File: src/rtl/c45_win_pkg.sv
package c45_win_pkg;
  localparam int C45_AW = 21;
  localparam int C45_DW = 16;
  localparam int SEL_W  = C45_AW - 8;

  typedef enum logic {BK_IDLE, BK_WAIT} bk_state_e;

  typedef struct packed {
    logic              we;
    logic [C45_AW-1:0] addr;
    logic [C45_DW-1:0] wdata;
  } c45_req_t;
endpackage

File: src/rtl/c45_addr_decode.sv
module c45_addr_decode
  import c45_win_pkg::*;
#(
  parameter int ADDR_W   = 24,
  parameter int STRIDE   = 2,
  parameter bit INDIRECT = 1'b1
) (
  input  logic [ADDR_W-1:0] paddr,
  input  logic [SEL_W-1:0]  sel_q,
  output logic              misaligned,
  output logic              out_of_range,
  output logic              is_selector,
  output logic [C45_AW-1:0] tgt_addr
);
  localparam int SH = (STRIDE == 4) ? 2 : 1;

  assign misaligned = |paddr[SH-1:0];

  generate
    if (INDIRECT) begin : g_window
      logic [7:0] slot_lo;
      logic       unused_hi;
      assign slot_lo      = paddr[SH +: 8];
      assign unused_hi    = |paddr;
      assign is_selector  = (slot_lo == 8'hFF);
      assign out_of_range = 1'b0;
      assign tgt_addr     = {sel_q, slot_lo};
    end else begin : g_flat
      logic [ADDR_W-1:0] slot;
      logic              unused_sel;
      assign slot         = paddr >> SH;
      assign unused_sel   = |sel_q;
      assign is_selector  = 1'b0;
      assign out_of_range = |slot[ADDR_W-1:C45_AW];
      assign tgt_addr     = slot[C45_AW-1:0];
    end
  endgenerate
endmodule

File: src/rtl/c45_selector.sv
module c45_selector
  import c45_win_pkg::*;
(
  input  logic             clk,
  input  logic             rst_n,
  input  logic             wr_en,
  input  logic [SEL_W-1:0] wdata,
  output logic [SEL_W-1:0] sel_q
);
  always_ff @(posedge clk or negedge rst_n) begin
    if (!rst_n)     sel_q <= '0;
    else if (wr_en) sel_q <= wdata;
  end
endmodule

File: src/rtl/c45_bk_ctrl.sv
module c45_bk_ctrl
  import c45_win_pkg::*;
(
  input  logic              clk,
  input  logic              rst_n,
  input  logic              start,
  input  c45_req_t          req_in,
  input  logic              bk_ready,
  output logic              bk_valid,
  output logic              bk_we,
  output logic [C45_AW-1:0] bk_addr,
  output logic [C45_DW-1:0] bk_wdata
);
  bk_state_e state_q;
  c45_req_t  hold_q;

  always_ff @(posedge clk or negedge rst_n) begin
    if (!rst_n) begin
      state_q <= BK_IDLE;
      hold_q  <= '0;
    end else begin
      case (state_q)
        BK_IDLE: if (start) begin
          state_q <= BK_WAIT;
          hold_q  <= req_in;
        end
        BK_WAIT: if (bk_ready) state_q <= BK_IDLE;
        default: state_q <= BK_IDLE;
      endcase
    end
  end

  assign bk_valid = (state_q == BK_WAIT);
  assign bk_we    = hold_q.we;
  assign bk_addr  = hold_q.addr;
  assign bk_wdata = hold_q.wdata;
endmodule

File: src/rtl/c45_apb_window.sv
module c45_apb_window
  import c45_win_pkg::*;
#(
  parameter int ADDR_W   = 24,
  parameter int STRIDE   = 2,
  parameter bit INDIRECT = 1'b1
) (
  input  logic              pclk,
  input  logic              presetn,
  input  logic              psel,
  input  logic              penable,
  input  logic              pwrite,
  input  logic [ADDR_W-1:0] paddr,
  input  logic [31:0]       pwdata,
  output logic [31:0]       prdata,
  output logic              pready,
  output logic              pslverr,
  output logic              bk_valid,
  output logic              bk_we,
  output logic [20:0]       bk_addr,
  output logic [15:0]       bk_wdata,
  input  logic              bk_ready,
  input  logic [15:0]       bk_rdata
);
  logic              access, misaligned, out_of_range, is_selector;
  logic              err, local_hit, start, bk_done, sel_wr;
  logic [SEL_W-1:0]  sel_q;
  logic [C45_AW-1:0] tgt_addr;
  c45_req_t          req;
  logic              unused_pw;

  assign unused_pw = |pwdata[31:16];
  assign access    = psel & penable;

  c45_addr_decode #(.ADDR_W(ADDR_W), .STRIDE(STRIDE), .INDIRECT(INDIRECT)) u_dec (
    .paddr       (paddr),
    .sel_q       (sel_q),
    .misaligned  (misaligned),
    .out_of_range(out_of_range),
    .is_selector (is_selector),
    .tgt_addr    (tgt_addr)
  );

  assign err       = misaligned | out_of_range;
  assign local_hit = err | is_selector;
  assign sel_wr    = access & pwrite & is_selector & ~err;

  generate
    if (INDIRECT) begin : g_sel
      c45_selector u_sel (
        .clk  (pclk),
        .rst_n(presetn),
        .wr_en(sel_wr),
        .wdata(pwdata[SEL_W-1:0]),
        .sel_q(sel_q)
      );
    end else begin : g_nosel
      logic unused_sw;
      assign unused_sw = sel_wr;
      assign sel_q     = '0;
    end
  endgenerate

  assign req.we    = pwrite;
  assign req.addr  = tgt_addr;
  assign req.wdata = pwdata[C45_DW-1:0];
  assign start     = access & ~local_hit & ~bk_valid;

  c45_bk_ctrl u_bk (
    .clk     (pclk),
    .rst_n   (presetn),
    .start   (start),
    .req_in  (req),
    .bk_ready(bk_ready),
    .bk_valid(bk_valid),
    .bk_we   (bk_we),
    .bk_addr (bk_addr),
    .bk_wdata(bk_wdata)
  );

  assign bk_done = bk_valid & bk_ready;
  assign pready  = access & (local_hit | bk_done);
  assign pslverr = access & err;

  always_comb begin
    prdata = '0;
    if (access && !err) begin
      if (is_selector)  prdata = {{(32-SEL_W){1'b0}}, sel_q};
      else if (bk_done) prdata = {16'b0, bk_rdata};
    end
  end
endmodule

File: config.mk
export PLATFORM = sky130hd
export DESIGN_NAME = c45_apb_window
export DESIGN_NICKNAME = d
export VERILOG_FILES = /design/src/rtl/c45_win_pkg.sv /design/src/rtl/c45_addr_decode.sv /design/src/rtl/c45_selector.sv /design/src/rtl/c45_bk_ctrl.sv /design/src/rtl/c45_apb_window.sv
export SDC_FILE = /design/constraint.sdc
export NUM_CORES = 1
export LEC_CHECK = 0
export BUFFER_PORTS_ARGS = -buffer_cell sky130_fd_sc_hd__buf_4
export CAP_MARGIN = 20
export CORE_UTILIZATION = 42
export CTS_BUF_LIST = sky130_fd_sc_hd__clkbuf_8
export DETAILED_ROUTE_END_ITERATION = 6
export PLACE_DENSITY = 0.79
export SLEW_MARGIN = 20
export SYNTH_ARGS = -nofsm -noshare
export SYNTH_HDL_FRONTEND = slang
export SYNTH_HIERARCHICAL = 1
export SYNTH_SLANG_ARGS = --single-unit
File: constraint.sdc
create_clock -name pclk -period 1.8 [get_ports pclk]
set_input_delay 0.09 -clock pclk [delete_from_list [all_inputs] [get_ports pclk]]
set_output_delay 0.09 -clock pclk [all_outputs]
set_load 0.02 [all_outputs]
After elaboration in Yosys (flattened, before gate mapping)
Cells that the tools add are included.

word-level totals
  logic and storage cells = 29
  bits of input ports = 78
  output and inout port bits = 73
  register bits = 52

operators by class
  mux-type cells = 6
  bitwise gates (word level) = 14
  equality and inequality tests = 1
  reductions and logical operators = 3

operators by type and width
  kind                                   count
  2-to-1 mux 16 bit                      3
  AND 1 bit                              9
  == test 8 bit (second input constant)  1
  NOT 1 bit                              3
  2-to-1 mux 1 bit                       2
  bitwise OR 1 bit                       2
  case mux 1 bit (2 select lines)        1
  AND reduction 2 bit                    1
  logical AND 1 bit                      1
  logical NOT 1 bit                      1

Depth between registers and ports, before layout
Gate-level depths: netlist of the first run.

  depth in word-level cells = 7
  gate-level depth with buffers = 8
  depth with buffers taken out = 5

Hierarchy
The synthesis of the first run kept the hierarchy.

modules (own cells, without submodules)
  module           times used  cells an instance  sequential area each (µm²)  area each (µm²)
  c45_bk_ctrl      1           84                 975.9                       1535.2
  c45_apb_window   1           80                 0.0                         544.3
  c45_selector     1           27                 325.3                       520.5
  c45_addr_decode  1           27                 0.0                         192.7

Worst setup path before layout of the first run
Ideal clock, no wire load.

  path type = register to register
  start point = register u_bk.state_q, in the netlist u_bk/bk_valid
  end point = register u_bk.hold_q (netlist bit u_bk/bk_addr[0])
  arrival time = 1.812 ns
  library setup time = 0.125 ns
  data required time = 1.675 ns
  path slack = -0.137 ns
  path buffers = 4
  period minus slack after synthesis = 1.937 ns
  stages on the path, launching flop included = 8
  cell sequence = dfrtp_1 > buf_6 > buf_2 > nor3_1 > nor2b_2 > buf_6 > buf_6 > mux2_4

on the way
  longest elaborated chain between the ends = 3

ends and longest elaborated chain
  element                               line                  text
  from (decl)                           c45_bk_ctrl.sv:14     bk_state_e state_q;
  from (signal assigned)                c45_bk_ctrl.sv:19     state_q <= BK_IDLE;
  from (signal assigned)                c45_bk_ctrl.sv:24     state_q <= BK_WAIT;
  from (signal assigned)                c45_bk_ctrl.sv:27     BK_WAIT: if (bk_ready) state_q <= BK_IDLE;
  NOT 1 bit (no source line)            n/a
  AND 1 bit                             c45_apb_window.sv:67  assign start = access & ~local_hit & ~bk_valid;
  net start                             c45_apb_window.sv:26  logic err, local_hit, start, bk_done, sel_wr;
  AND reduction 2 bit (no source line)  n/a
  to (signal assigned)                  c45_bk_ctrl.sv:25     hold_q <= req_in;
  to (decl)                             c45_bk_ctrl.sv:15     c45_req_t hold_q;

The timed path passes the listed nets, and every way through them passes these cells.
A chain may end at the register's enable or synchronous reset.

Final worst setup path of the first run
  start point = register u_bk.state_q, in the netlist u_bk/bk_valid
  end point = output port pready

on the way
  longest elaborated chain between the ends = 3

ends and longest elaborated chain
  element           line                  text
  AND 1 bit         c45_apb_window.sv:81  assign bk_done = bk_valid & bk_ready;
  bitwise OR 1 bit  c45_apb_window.sv:82  assign pready = access & (local_hit | bk_done);
  AND 1 bit         c45_apb_window.sv:82
  to (decl)         c45_apb_window.sv:16  output logic pready,

No other way between the ends.

==> results of run 1 <==
-- cell type report --
cell class | instances | area [sq um]
well taps | 77 | 96.34
multi-input cells | 128 | 1145
clock inverters | 3 | 18.77
flip-flops and latches | 52 | 1303
repair buffers | 113 | 875.8
fillers | 564 | 2879
clock buffers | 5 | 68.82
-- final timing paths --
check	end	slack (ns)	cells past startpoint
setup / recovery	pready	0.09	4
hold / removal	u_bk/bk_wdata[15]$_DFFE_PN0P_	0.02	2
setup reg to reg	u_bk/bk_addr[18]$_DFFE_PN0P_	0.27	4
hold reg to reg	u_bk/bk_wdata[10]$_DFFE_PN0P_	0.51	1
max in group asynchronous	u_bk/bk_valid$_DFF_PN0_	0.99	2
min in group asynchronous	u_bk/bk_addr[5]$_DFFE_PN0P_	0.36	2
-- critical path, stage by stage, from the launching register on --
cell and delay (ns):
dfrtp_2 0.44, buf_4 0.19, a2111oi_1 0.44, nor2_1 0.08
buf_4 0.17
-- registers in the layout (all words and copies together) (netlist names) --
| name | count |
|---|---|
| g_sel.u_sel/sel_q | 13 |
| u_bk/bk_we | 1 |
| u_bk/bk_wdata | 16 |
| u_bk/bk_valid | 1 |
| u_bk/bk_addr | 21 |
-- Yosys cell counts (all sizes together) --
master   instances
buf             52
dfrtp           52
mux2            51
nand2           15
a21oi           14
nand4b          13
nor2             6
nor3             4
nand3            3
conb             2
nand4            2
a2111oi          1
clkbuf           1
nand4bb          1
nor2b            1
-- where the power goes --
group / switching [mW] / internal, mW
Combinational: 0.763 / 0.786
Sequential: 0.160 / 1.46
Clock: 0.371 / 0.272
Total: 1.29 / 2.52
-- repair_timing --
action | 4_1_cts | 5_1_grt
hold endpoints to repair | 52 | 0
gates resized for setup | 0 | 1
setup endpoints to repair | 0 | 1
hold buffers | 1 | 0
-- cell usage in the layout (no fill, tap or decap), types with 2 or more instances in the layout --
cell type  synthesis  final
a21oi_1            5      5
a21oi_2            9      9
buf_12             1      2
buf_4             40    110
clkbuf_8           0      5
clkinv_2           0      2
conb_1             2     17
dfrtp_1           52     51
mux2_2            21     21
mux2_4            30     30
nand2_1           15     15
nand3_1            3      3
nand4_1            2      2
nand4b_1          13     13
nor2_1             5      4
nor3_1             4      3
-- cell families (layout without fill, tap and decap cells) --
logic type	after synthesis	after routing	share of synthesized area
compound gates	15	15	0.04032
buf+inv	53	121	0.1492
flops	52	52	0.4660
mux	51	51	0.2460
other cells	2	17	0.002689
simple gates	45	45	0.09588
-- routing by layer --
metal | part of all wire | up-vias | track usage
met5 | 0 | - | 0
met4 | 0.0030 | 0 | 0.03544
met3 | 0.058 | 2 | 0.03956
met2 | 0.50 | 72 | 0.2802
met1 | 0.44 | 906 | 0.2289
li1 | - | 859 | -
-- per-stage QoR --
step | instances | setup slack, ns | setup TNS (ns) | cell area [sq um] | total power, mW
global placement | 369 | 0.1824 | 0 | 3408 | 3.162
finish | 378 | 0.08685 | 0 | 3507 | 3.813
detailed placement | 369 | 0.1206 | 0 | 3408 | 3.197
global route | 378 | -0.01122 | -0.01122 | 3507 | 4.018
floorplan | 233 | 0.02635 | 0 | 2865 | 2.575
CTS | 378 | 0.08279 | 0 | 3506 | 3.865
==> metrics.cfg, run 1 <==
[yosys]
synth_warnings=6
synth_area_sq_mm=0.002793
synth_top_area_frac=0.4659
ys_types=21
synth_area_leaders=dfrtp_1 (47%), mux2_4 (16%), buf_4 (11%)
synth.avg_cell_area_sq_um=12.81
seq_area_frac_synth=0.4659
synth_top_area_cell=dfrtp_1
ys_seq_elements=52
synthCells=218

[worst_setup_path]
endpoint_kind=output port
crit_fanout=13
cp.required_ns=1.71
crit_start=u_bk/bk_valid$_DFF_PN0_
crit_path_start_kind=flip-flop
critPathKind=reg -> out
arrival_ns=1.62
r2r-start=u_bk/bk_valid$_DFF_PN0_

[drt]
avgRoutedWirePerCell_um=15.15
postRouteAntennaNets=0
viasPerCell=4.865
vias=1839
first_iter_violations=55
first_pass_iters=4
wl_um=5728
drc=0

[global_route]
antenna_found_initial=0
grt-ovfl-total=0
grt_pass1_vias=1889
grt_pass1_wl_um=9370
grt_max_degree=53
grt_usage=0.1696

[placed_design]
port-buffer-count=103
dpl.hpwl_um=4216
gp_congestion=0.7892

[outcome]
status=finished clean

[timing]
fin_worst_skew_ns=0.006059
finalCritPeriodShare=0.9517
tightest_slew_ns=0.6369
hold_viol_final=0
holdWs_ns=0.01700
final-max-slew-violation-count=0
slew_headroom=0.5754
setup_violations=0
fin_crit_ns=1.713
clock.fmax_mhz=583.7

[cts]
insertion_delay_ns=0.30
htreeDepth=2
postCtsSetupBuffers=0
cts_root_buf=clkbuf_8
cts_buffers=5
path_clk_slew_ns=0.09
clockBufferDepth=2
cts_sinks=52
tritoncts=done

[worst_hold_path]
hp-class=in -> reg
min_from=pwdata[15]

[floorplanning]
core_sq_mm=0.006386
die_w_um=83.54
fp.dieH_um=83.54
initial_core_util=0.4373
placementRows=29
ios=151
die_area_sq_mm=0.006979

[finish]
syn_to_final_growth_pct=25.58
final_layout_size_suffix_gt1_frac=0.6146
diodes=0
fin_nets=378
utilization=0.5492

[pwr]
p_per_area_mw_per_mm2=1087
p_leak_nw=1.684
ir_worst_vdd_mv=0.6415

[run]
max-cap-violations=0

(Power assumes the default switching activity.)
==> run 2, diff against run 1 <==
BUFFER_PORTS_ARGS = -buffer_cell sky130_fd_sc_hd__clkbuf_2   (was -buffer_cell sky130_fd_sc_hd__buf_4)
CORE_UTILIZATION = 46   (was 42)
CTS_BUF_LIST = sky130_fd_sc_hd__clkbuf_4 sky130_fd_sc_hd__clkbuf_8   (was sky130_fd_sc_hd__clkbuf_8)
PLACE_DENSITY = 0.82   (was 0.79)
clock period = 1.65 ns   (was 1.8 ns; I/O delays follow)
==> run 2 against run 1 <==
First-iteration DRC count increased by 40%; register-to-register slack worse by 0.10 ns; clock power up 15%; largest cell class unchanged; final cell count grew 0.79%; final area down 4.7%; die area fell by 8.5%; largest power group unchanged.
==> metrics.cfg, run 2 (synthesized netlist as in run 1, its figures left out) <==
[drt]
first_iter_violations=77  ; +40%
drc=0  ; unchanged
vias=1860  ; +1.1%
viasPerCell=4.882  ; +0.35%
wl_um=5740  ; +0.21%
avgRoutedWirePerCell_um=15.07  ; -0.58%
postRouteAntennaNets=0  ; unchanged
first_pass_iters=4  ; unchanged

[finish]
diodes=0  ; unchanged
final_cell_mix=clkbuf_2 (100), dfrtp_1 (51), mux2_4 (30)
fillers=512  ; -9.2%
multi_input_area_sq_mm=0.001162  ; +1.5%
final_layout_size_suffix_gt1_frac=0.6144  ; about the same
syn_to_final_growth_pct=19.62
largest_reg_flops=21  ; unchanged
final_common_cell=clkbuf_2
fin_cells=381  ; +0.79%
regArea_sq_mm=0.001303  ; unchanged
design_area_sq_mm=0.003341  ; -4.7%
fin_nets=383  ; +1.3%

[timing]
setup_violations=0  ; unchanged
finalCritPeriodShare=0.9379
final-max-slew-violation-count=0  ; unchanged
fin_worst_skew_ns=0.004706  ; -0.001353 ns
tns_ns=0  ; unchanged
rsz0062_at_grt=no
hold_viol_final=0  ; unchanged
fin_crit_ns=1.547
clock.fmax_mhz=646.2

[cts]
clockBufferDepth=2  ; unchanged
htreeDepth=2  ; unchanged
postCtsSetupBuffers=0  ; unchanged
cts_root_buf=clkbuf_8
cts_sinks=52  ; unchanged
path_clk_slew_ns=0.10  ; about the same
tritoncts=done
cts_buffers=5  ; unchanged
insertion_delay_ns=0.30  ; about the same

[worst_setup_path]
arrival_ns=1.46  ; -0.16 ns
r2r-start=u_bk/bk_valid$_DFF_PN0_
crit_start=u_bk/bk_valid$_DFF_PN0_
cp.required_ns=1.57  ; -0.14 ns
slowest_delay_ns=0.39  ; -0.05 ns
crit_path_start_kind=flip-flop
slowest_stage=dfrtp_2
cp.buffers_inverters=3  ; +1
r2r_setup_slack_ns=0.17  ; -0.10 ns
endpoint_kind=output port
crit_fanout=14  ; +1
critPathKind=reg -> out
crit_family=buffers and inverters
cp_cell_sequence=buf_6, buf_8, nand4b_1, a21oi_2, clkbuf_2

[floorplanning]
core_sq_mm=0.005886  ; -7.8%
die_area_sq_mm=0.006386  ; -8.5%
die_w_um=79.92  ; -4.3%
fp.dieH_um=79.92  ; -4.3%
initial_core_util=0.4745  ; +0.03719
ios=151  ; unchanged
placementRows=28  ; -3.4%

[placed_design]
dp_cells=369  ; unchanged
gp_congestion=0.7021  ; -11%
port-buffer-count=103  ; unchanged
dpl.hpwl_um=4103  ; -2.7%
placed_cell_area_sq_mm=0.003176  ; -6.8%

[run]
max-cap-violations=0  ; unchanged

[worst_hold_path]
min_from=pwdata[0]
hp-class=in -> reg

[global_route]
grt_pass1_wl_um=9128  ; -2.6%
grt_max_degree=53  ; unchanged
grt_pass1_vias=1860  ; -1.5%
grt-ovfl-total=0  ; unchanged
grt_usage=0.1893  ; +0.01964
antenna_found_initial=0  ; unchanged

[pwr]
p_per_area_mw_per_mm2=1206  ; +11%
power_mw=4.027  ; +5.6%
p_leak_nw=1.640  ; -2.6%
ir_worst_vdd_mv=0.6425  ; +0.16%

[outcome]
status=finished clean

[run 2: routing by layer]
layer  vias to the layer above  track usage  part of all wire
met5                         -            0                 0
met3                         5      0.04343             0.056
met4                         0      0.05893            0.0089
li1                        879            -                 -
met2                        69       0.3060              0.49
met1                       907       0.2511              0.45
[run 2: power by group]
| part | leakage, nW | internal [mW] | switching (mW) |
|---|---|---|---|
| clock | 0.0404 | 0.301 | 0.435 |
| combinational | 0.923 | 0.674 | 0.851 |
| sequential | 0.676 | 1.59 | 0.172 |
| total | 1.64 | 2.57 | 1.46 |
[run 2: layout make-up]
| type | instances | area share |
|---|---|---|
| clock buffers | 5 | 0.02060 |
| clock inverters | 3 | 0.007116 |
| multi-input cells | 128 | 0.3479 |
| flip-flops and latches | 52 | 0.3899 |
| well taps | 75 | 0.02809 |
| repair buffers | 118 | 0.2064 |
[run 2: final timing paths]
| check | end | cells after the start |
|---|---|---|
| max in group asynchronous | u_bk/bk_valid$_DFF_PN0_ | 3 |
| setup / recovery | prdata[10] | 5 |
| min in group asynchronous | u_bk/bk_addr[3]$_DFFE_PN0P_ | 3 |
| hold reg to reg | u_bk/bk_wdata[5]$_DFFE_PN0P_ | 1 |
| setup reg to reg | u_bk/bk_wdata[4]$_DFFE_PN0P_ | 4 |
| hold / removal | g_sel.u_sel/sel_q[0]$_DFFE_PN0P_ | 2 |
[run 2: repair_timing]
action,4_1_cts,5_1_grt
pin swaps,0,0
hold buffers,4,0
hold endpoints to repair,55,0
gates resized for setup,3,7
endpoints found under the setup margin,1,7
[run 2: metrics by stage]
step | setup WS, ns | hold WS, ns | util
after CTS | 0.04353 | 0.007723 | 0.5638
after detailed placement | 0.02583 | 0.1079 | 0.5395
final | 0.1025 | 0.01921 | 0.5676
after global routing | 0.02229 | 0.006479 | 0.5676
after floorplan | -0.09488 | -0.2131 | -
after global placement | 0.03097 | 0.1022 | 0.5395
==> run 3, diff against run 2 <==
BUFFER_PORTS_ARGS = unset   (was -buffer_cell sky130_fd_sc_hd__clkbuf_2)
CORE_UTILIZATION = 62   (was 46)
DONT_BUFFER_PORTS = 1   (was unset)
PLACE_DENSITY = 0.78   (was 0.82)
clock period = 1.5 ns   (was 1.65 ns; I/O delays follow)
==> run 3 against run 2 <==
The run now ends with negative setup slack left; register-to-register slack lost 0.17 ns; global-route usage grew 6.7 points; non-clock buffer count shrank 61; critical path depth shrank 1; final area shrank 2.4%; clock-buffer cell count grew 3; clock power grew 13%; sequential power grew 37%; first-iteration DRC count grew 32%; critical endpoint is now pready; highest routed layer unchanged.
==> metrics.cfg, run 3 (synthesized netlist as in run 1, its figures left out) <==
[global_route]
grt_pass1_wl_um=9501  ; +4.1%
gr-usage-met1=0.3209  ; +0.06981
met3_usage=0.06140  ; +0.01797
met2_usage=0.4380  ; +0.1320
grt_max_degree=53  ; unchanged
grt_pass1_vias=1862  ; +0.11%
grt_usage=0.2562  ; +0.06696
busiest_layer=met2
antenna_found_initial=0  ; unchanged
grt-ovfl-total=0  ; unchanged

[drt]
vias=1729  ; -7.0%
viasPerCell=5.822  ; +19%
first_iter_violations=102  ; +32%
drc=0  ; unchanged
postRouteAntennaNets=0  ; unchanged
wl_um=6007  ; +4.7%
avgRoutedWirePerCell_um=20.23  ; +34%
first_pass_iters=4  ; unchanged

[worst_setup_path]
cp.buffers_inverters=2  ; -1
r2r_setup_slack_ns=0  ; -0.17 ns
critPathKind=reg -> out
arrival_ns=1.46  ; about the same
crit_cells=4  ; -1
crit_start=u_bk/bk_valid$_DFF_PN0_
crit_fanout=8  ; -6
endpoint=pready
cp_cell_sequence=buf_6, buf_12, a2111oi_4, nor2_4
r2r_end=u_bk/bk_addr[20]$_DFFE_PN0P_
slowest_delay_ns=0.42  ; +0.03 ns
crit_family=flip-flops
r2r-start=u_bk/bk_valid$_DFF_PN0_
slowest_stage=dfrtp_2
crit_path_start_kind=flip-flop
cp.required_ns=1.42  ; -0.15 ns
endpoint_kind=output port
reg2reg_depth=4  ; unchanged

[timing]
final-max-slew-violation-count=0  ; unchanged
hold_viol_final=0  ; unchanged
holdWs_ns=0.1526  ; +0.1334 ns
setup_violations=2  ; +2
fin_ws_ns=-0.03657  ; -0.1391 ns
fin_worst_skew_ns=0.006027  ; +0.001322 ns
fin_crit_ns=1.537
tns_ns=-0.04761  ; -0.04761 ns
clock.fmax_mhz=650.8
finalCritPeriodShare=1.024
rsz0062_at_grt=yes

[floorplanning]
placementRows=24  ; -14%
initial_core_util=0.6414  ; +0.1669
die_w_um=69.12  ; -14%
die_area_sq_mm=0.004777  ; -25%
core_sq_mm=0.004354  ; -26%
fp.dieH_um=69.12  ; -14%
ios=151  ; unchanged

[finish]
diodes=0  ; unchanged
fin_cells=297  ; -22%
syn_to_final_growth_pct=16.76
final_common_cell=dfrtp_1
largest_reg_flops=21  ; unchanged
final_cell_mix=dfrtp_1 (51), mux2_4 (30), dlygate4sd3_1 (27)
fin_nets=322  ; -16%
final_layout_size_suffix_gt1_frac=0.4408  ; -0.1736
design_area_sq_mm=0.003261  ; -2.4%

[run]
max-cap-violations=0  ; unchanged

[cts]
tritoncts=done
path_clk_slew_ns=0.09  ; about the same
insertion_delay_ns=0.29  ; about the same
postCtsSetupBuffers=0  ; unchanged
clockBufferDepth=2  ; unchanged
cts_sinks=52  ; unchanged
htreeDepth=2  ; unchanged
cts_root_buf=clkbuf_8
cts_buffers=5  ; unchanged

[worst_hold_path]
hp-class=in -> reg
min_from=penable

[placed_design]
dpl.hpwl_um=3757  ; -8.4%
dp_cells=259  ; -30%
placed_cell_area_sq_mm=0.002751  ; -13%
gp_congestion=0.7694  ; +9.6%
preCtsSetupSlack_ns=-0.03055  ; -0.05637 ns
port-buffer-count=0  ; -100%

[pwr]
p_per_area_mw_per_mm2=1313  ; +8.9%
ir_worst_vdd_mv=0.7324  ; +14%
p_leak_nw=1.424  ; -13%

[outcome]
status=complete, but fails checks
violations=negative setup slack

## run 3: cell types whose count changed in the layout (fill, tap and decap cells not counted), sizes merged
cell,before,now
dlygate4sd3,4,27
buf,14,29
clkinvlp,2,0
clkinv,1,0
clkbuf,105,9
## run 3: timing repair
item	CTS	global route
hold buffers	28	0
gates resized for setup	10	5
pin swaps	4	5
setup endpoints to repair	15	40
hold endpoints to repair	91	0
gates cloned	1	1
## run 3: worst min-delay path by stage
stage	cells after the start	to	slack, ns
floorplan	0	g_sel.u_sel/sel_q[0]$_DFFE_PN0P_	-0.22
global placement	0	u_bk/bk_wdata[14]$_DFFE_PN0P_	-0.22
detailed placement	0	u_bk/bk_wdata[14]$_DFFE_PN0P_	-0.22
CTS	4	u_bk/bk_valid$_DFF_PN0_	0.16
global route	4	u_bk/bk_valid$_DFF_PN0_	0.18
finish	4	u_bk/bk_valid$_DFF_PN0_	0.15
## run 3: cell type report
cell class | count | area [sq um]
Sequential cell | 52 | 1303
Multi-Input combinational cell | 128 | 1181
Fill cell | 285 | 1094
Timing Repair Buffer | 57 | 614.3
Clock buffer | 8 | 97.59
Tap cell | 52 | 65.06
## run 3: layer usage
layer | vias up | part of all wire | routed length (um)
met5 | - | 0 | 0
met4 | 0 | 0.018 | 108
met3 | 11 | 0.071 | 427
met2 | 105 | 0.52 | 3111
met1 | 859 | 0.39 | 2359
li1 | 754 | - | -
## run 3: where the power goes
| group | leakage [nW] | internal (mW) | switching (mW) |
|---|---|---|---|
| Combinational | 0.696 | 0.610 | 0.405 |
| Clock | 0.0523 | 0.413 | 0.417 |
| Sequential | 0.676 | 1.75 | 0.683 |
## run 3: metrics by stage
stage               total power [mW]  utilization
CTS                            4.278       0.7388
floorplan                      3.100            -
global placement               3.150       0.6319
detailed placement             3.204       0.6319
finish                         4.281       0.7489
global route                   4.456       0.7489
## run 3: worst reg2reg max path, cell delays in order (launching register included)
cell	delay, ns
dfrtp_2	0.42
nor3_2	0.15
nor2b_4	0.28
buf_12	0.19
mux2_2	0.35
